**config.mk**
```make
export PLATFORM = sky130hd
export DESIGN_NAME = wdt_multistage
export DESIGN_NICKNAME = d
export VERILOG_FILES = /design/src/rtl/wdt_pkg.sv /design/src/rtl/wdt_prescaler.sv /design/src/rtl/wdt_stage_seq.sv /design/src/rtl/wdt_pulse_gen.sv /design/src/rtl/wdt_regs.sv /design/src/rtl/wdt_multistage.sv
export SDC_FILE = /design/constraint.sdc
export NUM_CORES = 1
export LEC_CHECK = 0
export ABC_AREA = 1
export ABC_CLOCK_PERIOD_IN_PS = 3300
export CAP_MARGIN = 40
export CORE_MARGIN = 2
export CORE_UTILIZATION = 55
export DETAILED_ROUTE_END_ITERATION = 8
export PLACE_DENSITY = 0.83
export SYNTH_ARGS = -nofsm -noshare
export SYNTH_HDL_FRONTEND = slang
export SYNTH_SLANG_ARGS = --single-unit
```
**constraint.sdc**
```tcl
create_clock -name clk -period 3.3 [get_ports clk]
set_input_delay 0.66 -clock clk [delete_from_list [all_inputs] [get_ports clk]]
set_output_delay 0.66 -clock clk [all_outputs]
set_load 0.02 [all_outputs]
```
**src/rtl/wdt_pkg.sv**
```systemverilog
package wdt_pkg;
  localparam int NUM_STG = 4;
  localparam int ACT_W   = 2;
  localparam int CODE_W  = 3;
  localparam int SIDX_W  = $clog2(NUM_STG);

  typedef enum logic [ACT_W-1:0] {
    ACT_OFF = 2'd0,
    ACT_IRQ = 2'd1,
    ACT_CPU = 2'd2,
    ACT_SYS = 2'd3
  } act_e;

  // register word addresses
  localparam int A_CTRL = 0;
  localparam int A_DIV  = 1;
  localparam int A_TMO0 = 2;
  localparam int A_FEED = 6;
  localparam int A_KEY  = 7;
  localparam int A_IRAW = 8;
  localparam int A_IENA = 9;
  localparam int A_ICLR = 10;
  localparam int A_STAT = 11;

  // control word layout
  localparam int C_EN     = 0;
  localparam int C_LVL    = 1;
  localparam int C_EDGE   = 2;
  localparam int C_CPU_LO = 3;
  localparam int C_SYS_LO = C_CPU_LO + CODE_W;
  localparam int C_ACT_LO = C_SYS_LO + CODE_W;
  localparam int CTRL_W   = C_ACT_LO + ACT_W * NUM_STG;

  localparam logic [31:0] UNLOCK_KEY = 32'hA5C3_0F69;
endpackage

```
**src/rtl/wdt_prescaler.sv**
```systemverilog
module wdt_prescaler #(
  parameter int DIV_W = 16
) (
  input  logic             clk,
  input  logic             rst_n,
  input  logic             en,
  input  logic             clr,
  input  logic [DIV_W-1:0] div,
  output logic             tick
);
  logic [DIV_W-1:0] pre_cnt;
  logic [DIV_W-1:0] last_val;

  assign last_val = (div == '0) ? '0 : div - DIV_W'(1);
  assign tick     = en && (pre_cnt == last_val);

  always_ff @(posedge clk or negedge rst_n) begin
    if (!rst_n)               pre_cnt <= '0;
    else if (!en || clr)      pre_cnt <= '0;
    else if (tick)            pre_cnt <= '0;
    else                      pre_cnt <= pre_cnt + DIV_W'(1);
  end
endmodule

```
**src/rtl/wdt_stage_seq.sv**
```systemverilog
module wdt_stage_seq
  import wdt_pkg::*;
#(
  parameter int TMO_W = 32
) (
  input  logic                            clk,
  input  logic                            rst_n,
  input  logic                            en,
  input  logic                            feed,
  input  logic                            tick,
  input  logic [NUM_STG-1:0][TMO_W-1:0]   tmo,
  input  logic [NUM_STG-1:0][ACT_W-1:0]   act,
  output logic [SIDX_W-1:0]               stage,
  output logic                            halted,
  output logic                            fire_irq,
  output logic                            fire_cpu,
  output logic                            fire_sys
);
  logic [TMO_W-1:0] cnt;
  logic [TMO_W-1:0] cur_tmo;
  act_e             cur_act;
  logic             expire;
  logic             last_stage;

  assign cur_tmo    = tmo[stage];
  assign cur_act    = act_e'(act[stage]);
  assign last_stage = (stage == SIDX_W'(NUM_STG - 1));
  assign expire     = en && tick && !halted &&
                      (({1'b0, cnt} + (TMO_W+1)'(1)) >= {1'b0, cur_tmo});

  assign fire_irq = expire && (cur_act == ACT_IRQ);
  assign fire_cpu = expire && (cur_act == ACT_CPU);
  assign fire_sys = expire && (cur_act == ACT_SYS);

  always_ff @(posedge clk or negedge rst_n) begin
    if (!rst_n) begin
      stage  <= '0;
      cnt    <= '0;
      halted <= 1'b0;
    end else if (!en || feed) begin
      stage  <= '0;
      cnt    <= '0;
      halted <= 1'b0;
    end else if (expire) begin
      cnt <= '0;
      if (cur_act == ACT_OFF || last_stage) halted <= 1'b1;
      else                                   stage  <= stage + SIDX_W'(1);
    end else if (tick && !halted) begin
      cnt <= cnt + TMO_W'(1);
    end
  end
endmodule

```
**src/rtl/wdt_pulse_gen.sv**
```systemverilog
module wdt_pulse_gen
  import wdt_pkg::*;
#(
  parameter int CW = CODE_W
) (
  input  logic          clk,
  input  logic          rst_n,
  input  logic          start,
  input  logic [CW-1:0] code,
  output logic          pulse
);
  localparam int LEN_W = (1 << CW) + 1;

  logic [LEN_W-1:0] remain;
  logic [LEN_W-1:0] load_len;

  assign load_len = LEN_W'(1) << ({1'b0, code} + (CW+1)'(1));
  assign pulse    = (remain != '0);

  always_ff @(posedge clk or negedge rst_n) begin
    if (!rst_n)           remain <= '0;
    else if (start)       remain <= load_len;
    else if (pulse)       remain <= remain - LEN_W'(1);
  end
endmodule

```
**src/rtl/wdt_regs.sv**
```systemverilog
module wdt_regs
  import wdt_pkg::*;
#(
  parameter int ADDR_W = 4,
  parameter int DATA_W = 32,
  parameter int DIV_W  = 16,
  parameter int TMO_W  = 32
) (
  input  logic                          clk,
  input  logic                          rst_n,
  input  logic                          we,
  input  logic [ADDR_W-1:0]             addr,
  input  logic [DATA_W-1:0]             wdata,
  output logic [DATA_W-1:0]             rdata,
  input  logic [SIDX_W-1:0]             stage,
  input  logic                          halted,
  input  logic                          fire_irq,
  output logic [CTRL_W-1:0]             ctrl_q,
  output logic [DIV_W-1:0]              div_q,
  output logic [NUM_STG-1:0][TMO_W-1:0] tmo_q,
  output logic                          iena_q,
  output logic                          iraw_q,
  output logic                          feed_pulse,
  output logic                          unlocked
);
  logic [DATA_W-1:0] key_q;
  logic              wr_ok;

  function automatic logic hit(input logic [ADDR_W-1:0] a, input int target);
    return a == ADDR_W'(target);
  endfunction

  assign unlocked   = (key_q == DATA_W'(UNLOCK_KEY));
  assign wr_ok      = we && unlocked;
  assign feed_pulse = wr_ok && hit(addr, A_FEED);

  always_ff @(posedge clk or negedge rst_n) begin
    if (!rst_n)                         key_q <= '0;
    else if (we && hit(addr, A_KEY))    key_q <= wdata;
  end

  always_ff @(posedge clk or negedge rst_n) begin
    if (!rst_n) begin
      ctrl_q <= '0;
      div_q  <= '0;
      iena_q <= 1'b0;
    end else if (wr_ok) begin
      if (hit(addr, A_CTRL)) ctrl_q <= wdata[CTRL_W-1:0];
      if (hit(addr, A_DIV))  div_q  <= wdata[DIV_W-1:0];
      if (hit(addr, A_IENA)) iena_q <= wdata[0];
    end
  end

  for (genvar g = 0; g < NUM_STG; g++) begin : g_tmo
    always_ff @(posedge clk or negedge rst_n) begin
      if (!rst_n)                              tmo_q[g] <= '0;
      else if (wr_ok && hit(addr, A_TMO0 + g)) tmo_q[g] <= wdata[TMO_W-1:0];
    end
  end

  always_ff @(posedge clk or negedge rst_n) begin
    if (!rst_n)                                        iraw_q <= 1'b0;
    else if (fire_irq)                                 iraw_q <= 1'b1;
    else if (wr_ok && hit(addr, A_ICLR) && wdata[0])   iraw_q <= 1'b0;
  end

  always_comb begin
    rdata = '0;
    if (hit(addr, A_CTRL))      rdata = DATA_W'(ctrl_q);
    else if (hit(addr, A_DIV))  rdata = DATA_W'(div_q);
    else if (hit(addr, A_KEY))  rdata = DATA_W'(unlocked);
    else if (hit(addr, A_IRAW)) rdata = DATA_W'(iraw_q);
    else if (hit(addr, A_IENA)) rdata = DATA_W'(iena_q);
    else if (hit(addr, A_STAT)) rdata = DATA_W'({halted, stage});
    for (int i = 0; i < NUM_STG; i++) begin
      if (hit(addr, A_TMO0 + i)) rdata = DATA_W'(tmo_q[i]);
    end
  end
endmodule

```
**src/rtl/wdt_multistage.sv**
```systemverilog
module wdt_multistage
  import wdt_pkg::*;
#(
  parameter int ADDR_W = 4,
  parameter int DATA_W = 32,
  parameter int DIV_W  = 16,
  parameter int TMO_W  = 32
) (
  input  logic              clk,
  input  logic              rst_n,
  input  logic              bus_we,
  input  logic [ADDR_W-1:0] bus_addr,
  input  logic [DATA_W-1:0] bus_wdata,
  output logic [DATA_W-1:0] bus_rdata,
  output logic              irq_level_o,
  output logic              irq_edge_o,
  output logic              cpu_rst_o,
  output logic              sys_rst_o
);
  logic [CTRL_W-1:0]             ctrl_q;
  logic [DIV_W-1:0]              div_q;
  logic [NUM_STG-1:0][TMO_W-1:0] tmo_q;
  logic [NUM_STG-1:0][ACT_W-1:0] act_sel;
  logic                          iena_q;
  logic                          iraw_q;
  logic                          feed_pulse;
  logic                          unlocked;
  logic                          tick;
  logic [SIDX_W-1:0]             stage;
  logic                          halted;
  logic                          fire_irq;
  logic                          fire_cpu;
  logic                          fire_sys;
  logic                          en;

  assign en = ctrl_q[C_EN];

  for (genvar s = 0; s < NUM_STG; s++) begin : g_act
    assign act_sel[s] = ctrl_q[C_ACT_LO + ACT_W*s +: ACT_W];
  end

  wdt_regs #(
    .ADDR_W(ADDR_W), .DATA_W(DATA_W), .DIV_W(DIV_W), .TMO_W(TMO_W)
  ) u_regs (
    .clk(clk), .rst_n(rst_n),
    .we(bus_we), .addr(bus_addr), .wdata(bus_wdata), .rdata(bus_rdata),
    .stage(stage), .halted(halted), .fire_irq(fire_irq),
    .ctrl_q(ctrl_q), .div_q(div_q), .tmo_q(tmo_q),
    .iena_q(iena_q), .iraw_q(iraw_q),
    .feed_pulse(feed_pulse), .unlocked(unlocked)
  );

  wdt_prescaler #(.DIV_W(DIV_W)) u_pre (
    .clk(clk), .rst_n(rst_n), .en(en), .clr(feed_pulse),
    .div(div_q), .tick(tick)
  );

  wdt_stage_seq #(.TMO_W(TMO_W)) u_seq (
    .clk(clk), .rst_n(rst_n), .en(en), .feed(feed_pulse), .tick(tick),
    .tmo(tmo_q), .act(act_sel),
    .stage(stage), .halted(halted),
    .fire_irq(fire_irq), .fire_cpu(fire_cpu), .fire_sys(fire_sys)
  );

  wdt_pulse_gen #(.CW(CODE_W)) u_cpu_pulse (
    .clk(clk), .rst_n(rst_n), .start(fire_cpu),
    .code(ctrl_q[C_CPU_LO +: CODE_W]), .pulse(cpu_rst_o)
  );

  wdt_pulse_gen #(.CW(CODE_W)) u_sys_pulse (
    .clk(clk), .rst_n(rst_n), .start(fire_sys),
    .code(ctrl_q[C_SYS_LO +: CODE_W]), .pulse(sys_rst_o)
  );

  always_ff @(posedge clk or negedge rst_n) begin
    if (!rst_n) irq_edge_o <= 1'b0;
    else        irq_edge_o <= fire_irq && iena_q && ctrl_q[C_EDGE];
  end

  assign irq_level_o = iraw_q && iena_q && ctrl_q[C_LVL];
endmodule

```
==> impl_metrics.csv <==
group,metric,value,unit
run_status,status,"finished with violations",
run_status,failed_checks,"negative setup slack",
power,seqPwrFrac,0.473,
yosys,synth_top_flop_cell,"dfrtp_1",
power,finalPower,7.139,mW
power,power.leakage,8.643,nW
yosys,synthTopCellsByArea,"dfrtp_1 44%, nand2_1 14%, o21ai_0 10%",
drt,drtAntennaViolNets,0,
yosys,yosys-mux-area-fraction,0.001336,
global_route,antenna_found_initial,1,
hold_path,hold_class,"in2async",
clock_tree,cts_htree_levels,1,
timing,rsz0062_at_grt,"yes",
drt,drc_errors,0,
yosys,yosys.area_share.simple,0.2563,
yosys,netlist.area_leader.share,0.4425,
timing,worst_slack,-128.0,ps
timing,fin_hold_ws,51.15,ps
power,p_sw,1.667,mW
drt,wl,45.99,mm
critical_path,cp.arrival,3930,ps
clock_tree,cts.clk_slew.worst_paths,60,ps
clock_tree,clock_sinks,265,
timing,drv_slew,0,
yosys,seq_area_frac_synth,0.4425,
yosys,avgSynthCellArea,7.504,sq um
timing,fin_crit_sh,1.039,
clock_tree,clock_path_buffers,3,
global_route,grt_pass1_wl,72.77,mm
flow_run,drv_cap,0,
timing,relSlewSlack,0.5550,
yosys,yosysTopAreaCell,"dfrtp_1",
place,io_buffers,74,
layout,synthToLayoutAreaGrowth,21.38,%
yosys,synthAdderAreaFrac,0.03173,
power,p_int,5.472,mW
floorplan,pin_count,75,
floorplan,start_util,0.5576,
timing,clock_skew,15.11,ps
clock_tree,cts_tree,"built",
yosys,synth_top_family_by_area,"simple AND/OR/NAND/NOR gates",
yosys,synth-seq-cells,265,
place,dp_hpwl,30.73,mm
yosys,yosysWarnings,0,
drt,wl_per_cell,18.42,um
timing,final.setup.tns,-1459,ps
global_route,grt_pass1_vias,14169,
critical_path,endpoint_kind,"register",
timing,setup_viol,31,
floorplan,core_area,26880,sq um
critical_path,critPathLaunchType,"register",
power,combPwrFrac,0.045,
critical_path,crit_type,"reg2reg",
global_route,globalRoute.totalOverflow,0,
yosys,synth_compound_area_frac,0.1596,
yosys,syn-cell-area,14990,sq um
global_route,grt_start_max_net_pins,77,
clock_tree,cts_made_buffers,29,
layout,antenna_cells,0,
place,place_inst,2431,
drt,drt_first_iter_violations,2080,
drt,first_pass_iters,6,
power,ir_drop,0.4026,mV
place,gp_congestion,0.9584,
clock_tree,clkLatencyLatePin,570,ps
power,p_clk_frac,0.482,
critical_path,crit_fanout,5,
clock_tree,cts-hold-fix-buffers,0,
timing,min_period,3428,ps
yosys,async_flop_share,1.000,
critical_path,required,3800,ps
layout,drive_gt1_frac,0.1285,
power,switching_share,0.2335,
yosys,synthCells,1997,
global_route,track_usage,0.3173,
layout,nets,2211,
timing,tightestPinTransition,667.5,ps
drt,vias,14990,
floorplan,die_h,169.1,um
power,p_per_area,392.5,nW/um^2
floorplan,die_width,169.1,um
timing,max_freq,291.7,MHz
layout,layoutNonFillerInstCount,2497,
yosys,synth.net_count,2074,
floorplan,rows,60,
yosys,synth_edf_count,0,
drt,viasPerCell,6.003,
layout,utilization,0.6768,
yosys,synth-xor-area-share,0.02613,
clock_tree,ctsRootBufferMaster,"clkbuf_16",
floorplan,design.die.area,28580,sq um
layout,fillers,2116,
yosys,yosysUniqueCellTypes,43,
timing,hold_violations,0,
==> Yosys cell counts, types with 19 or more instances <==
master	count
nand2_1	546
o21ai_0	300
dfrtp_1	265
inv_1	221
nor2_1	140
nand3_1	91
clkbuf_1	75
nand4_1	61
a21oi_1	49
ha_1	38
nor3_1	27
xor2_1	27
a221oi_1	19
==> registers in the layout (all words and copies together), names as in the netlist, 9 cells and up <==
register	count
u_regs.tmo_q	128
u_sys_pulse.remain	9
u_regs.div_q	16
u_cpu_pulse.remain	9
u_pre.pre_cnt	16
u_seq.cnt	32
u_regs.ctrl_q	17
u_regs.key_q	32
==> power groups by stage <==
stage	clock, mW	sequential [mW]	combinational, mW
5_1_grt	3.59	3.38	0.358
4_1_cts	3.46	3.37	0.318
3_5_place_dp	0	3.43	0.312
6_report	3.44	3.38	0.322
3_3_place_gp	0	3.43	0.300
2_1_floorplan	0	3.42	0.113
==> cell usage in the layout, fill, tap and decap left out, drive strengths merged, types with 8 or more instances in the layout <==
cell	count
a21oi	49
a221oi	19
a32o	8
buf	122
clkbuf	52
clkdlybuf4s50	40
clkinv	9
dfrtp	265
dlygate4sd2	14
ha	38
inv	225
nand2	549
nand3	97
nand4	61
nor2	152
nor3	28
o2111ai	15
o21ai	314
o22ai	11
xnor2	14
xor2	29
==> kinds of logic after synthesis <==
| family | count (synthesis) |
|---|---|
| multiplexers | 2 |
| AO/OA/AOI/OAI | 432 |
| adder cells (fa/ha/maj) | 38 |
| AND/OR/NAND/NOR | 902 |
| XOR/XNOR | 43 |
| buffers and inverters | 315 |
| flip-flops | 265 |
==> final cells by class <==
type	instances	area, sq um	area share
multi-input combinational	1417	7473	0.4109
sequential	265	6633	0.3646
timing repair buffer	195	1790	0.09843
inverter	226	848.3	0.04664
clock buffer	39	843.3	0.04636
tap	341	426.7	0.02346
clock inverter	14	175.2	0.009630
==> routing by layer <==
metal / track usage / up-vias / wire length (um)
li1: - / 6880 / -
met1: 0.4430 / 7112 / 18690
met2: 0.5052 / 864 / 21310
met3: 0.04980 / 132 / 4398
met4: 0.1156 / 2 / 1576
met5: 0 / - / 12
==> critical path, stage by stage, from the launching register on <==
cell     delay, ps
dfrtp_1        400
nand3_2        130
nor2_4         130
inv_2           50
nor2_4         130
nand3_4        100
nor2_4         130
nand2_2         80
buf_6          130
nor2_1         110
xor2_1         180
inv_1           90
ha_1           300
nand2_1         70
buf_4          130
nor2_1         110
inv_1           60
nor2_2         120
nand3_2        100
nand3_4        130
buf_6          130
nand4_1        150
buf_2          200
o21ai_0         80
nand2_1         70
inv_1           60
==> metrics by stage <==
| step | cell area [sq um] | worst slack (ps) |
|---|---|---|
| finish | 18190 | -128.0 |
| floorplan | 14990 | 46.80 |
| CTS | 17890 | -78.13 |
| global route | 18190 | -364.1 |
| global placement | 16780 | -298.1 |
| detailed placement | 16780 | -306.7 |
==> path summary, 6_finish.rpt <==
check                                 start               endpoint  slack, ps  cells past startpoint
hold reg to reg            u_regs.tmo_q[21]       u_regs.tmo_q[21]        490                      2
setup / recovery               u_seq.cnt[0]  u_cpu_pulse.remain[4]       -130                     25
min in group clk           u_regs.tmo_q[21]       u_regs.tmo_q[21]        490                      2
max in group asynchronous             rst_n  u_cpu_pulse.remain[2]       2290                      2
setup reg to reg               u_seq.cnt[0]  u_cpu_pulse.remain[4]       -130                     25
hold / removal                        rst_n       u_regs.tmo_q[22]         50                      1
==> what timing repair did <==
action                     CTS  global route
resized for setup           62            93
buffers inserted             2            10
cloned                       0             1
setup endpoints to repair   82            74
pin swaps                    4            31
(Power assumes the default switching activity.)
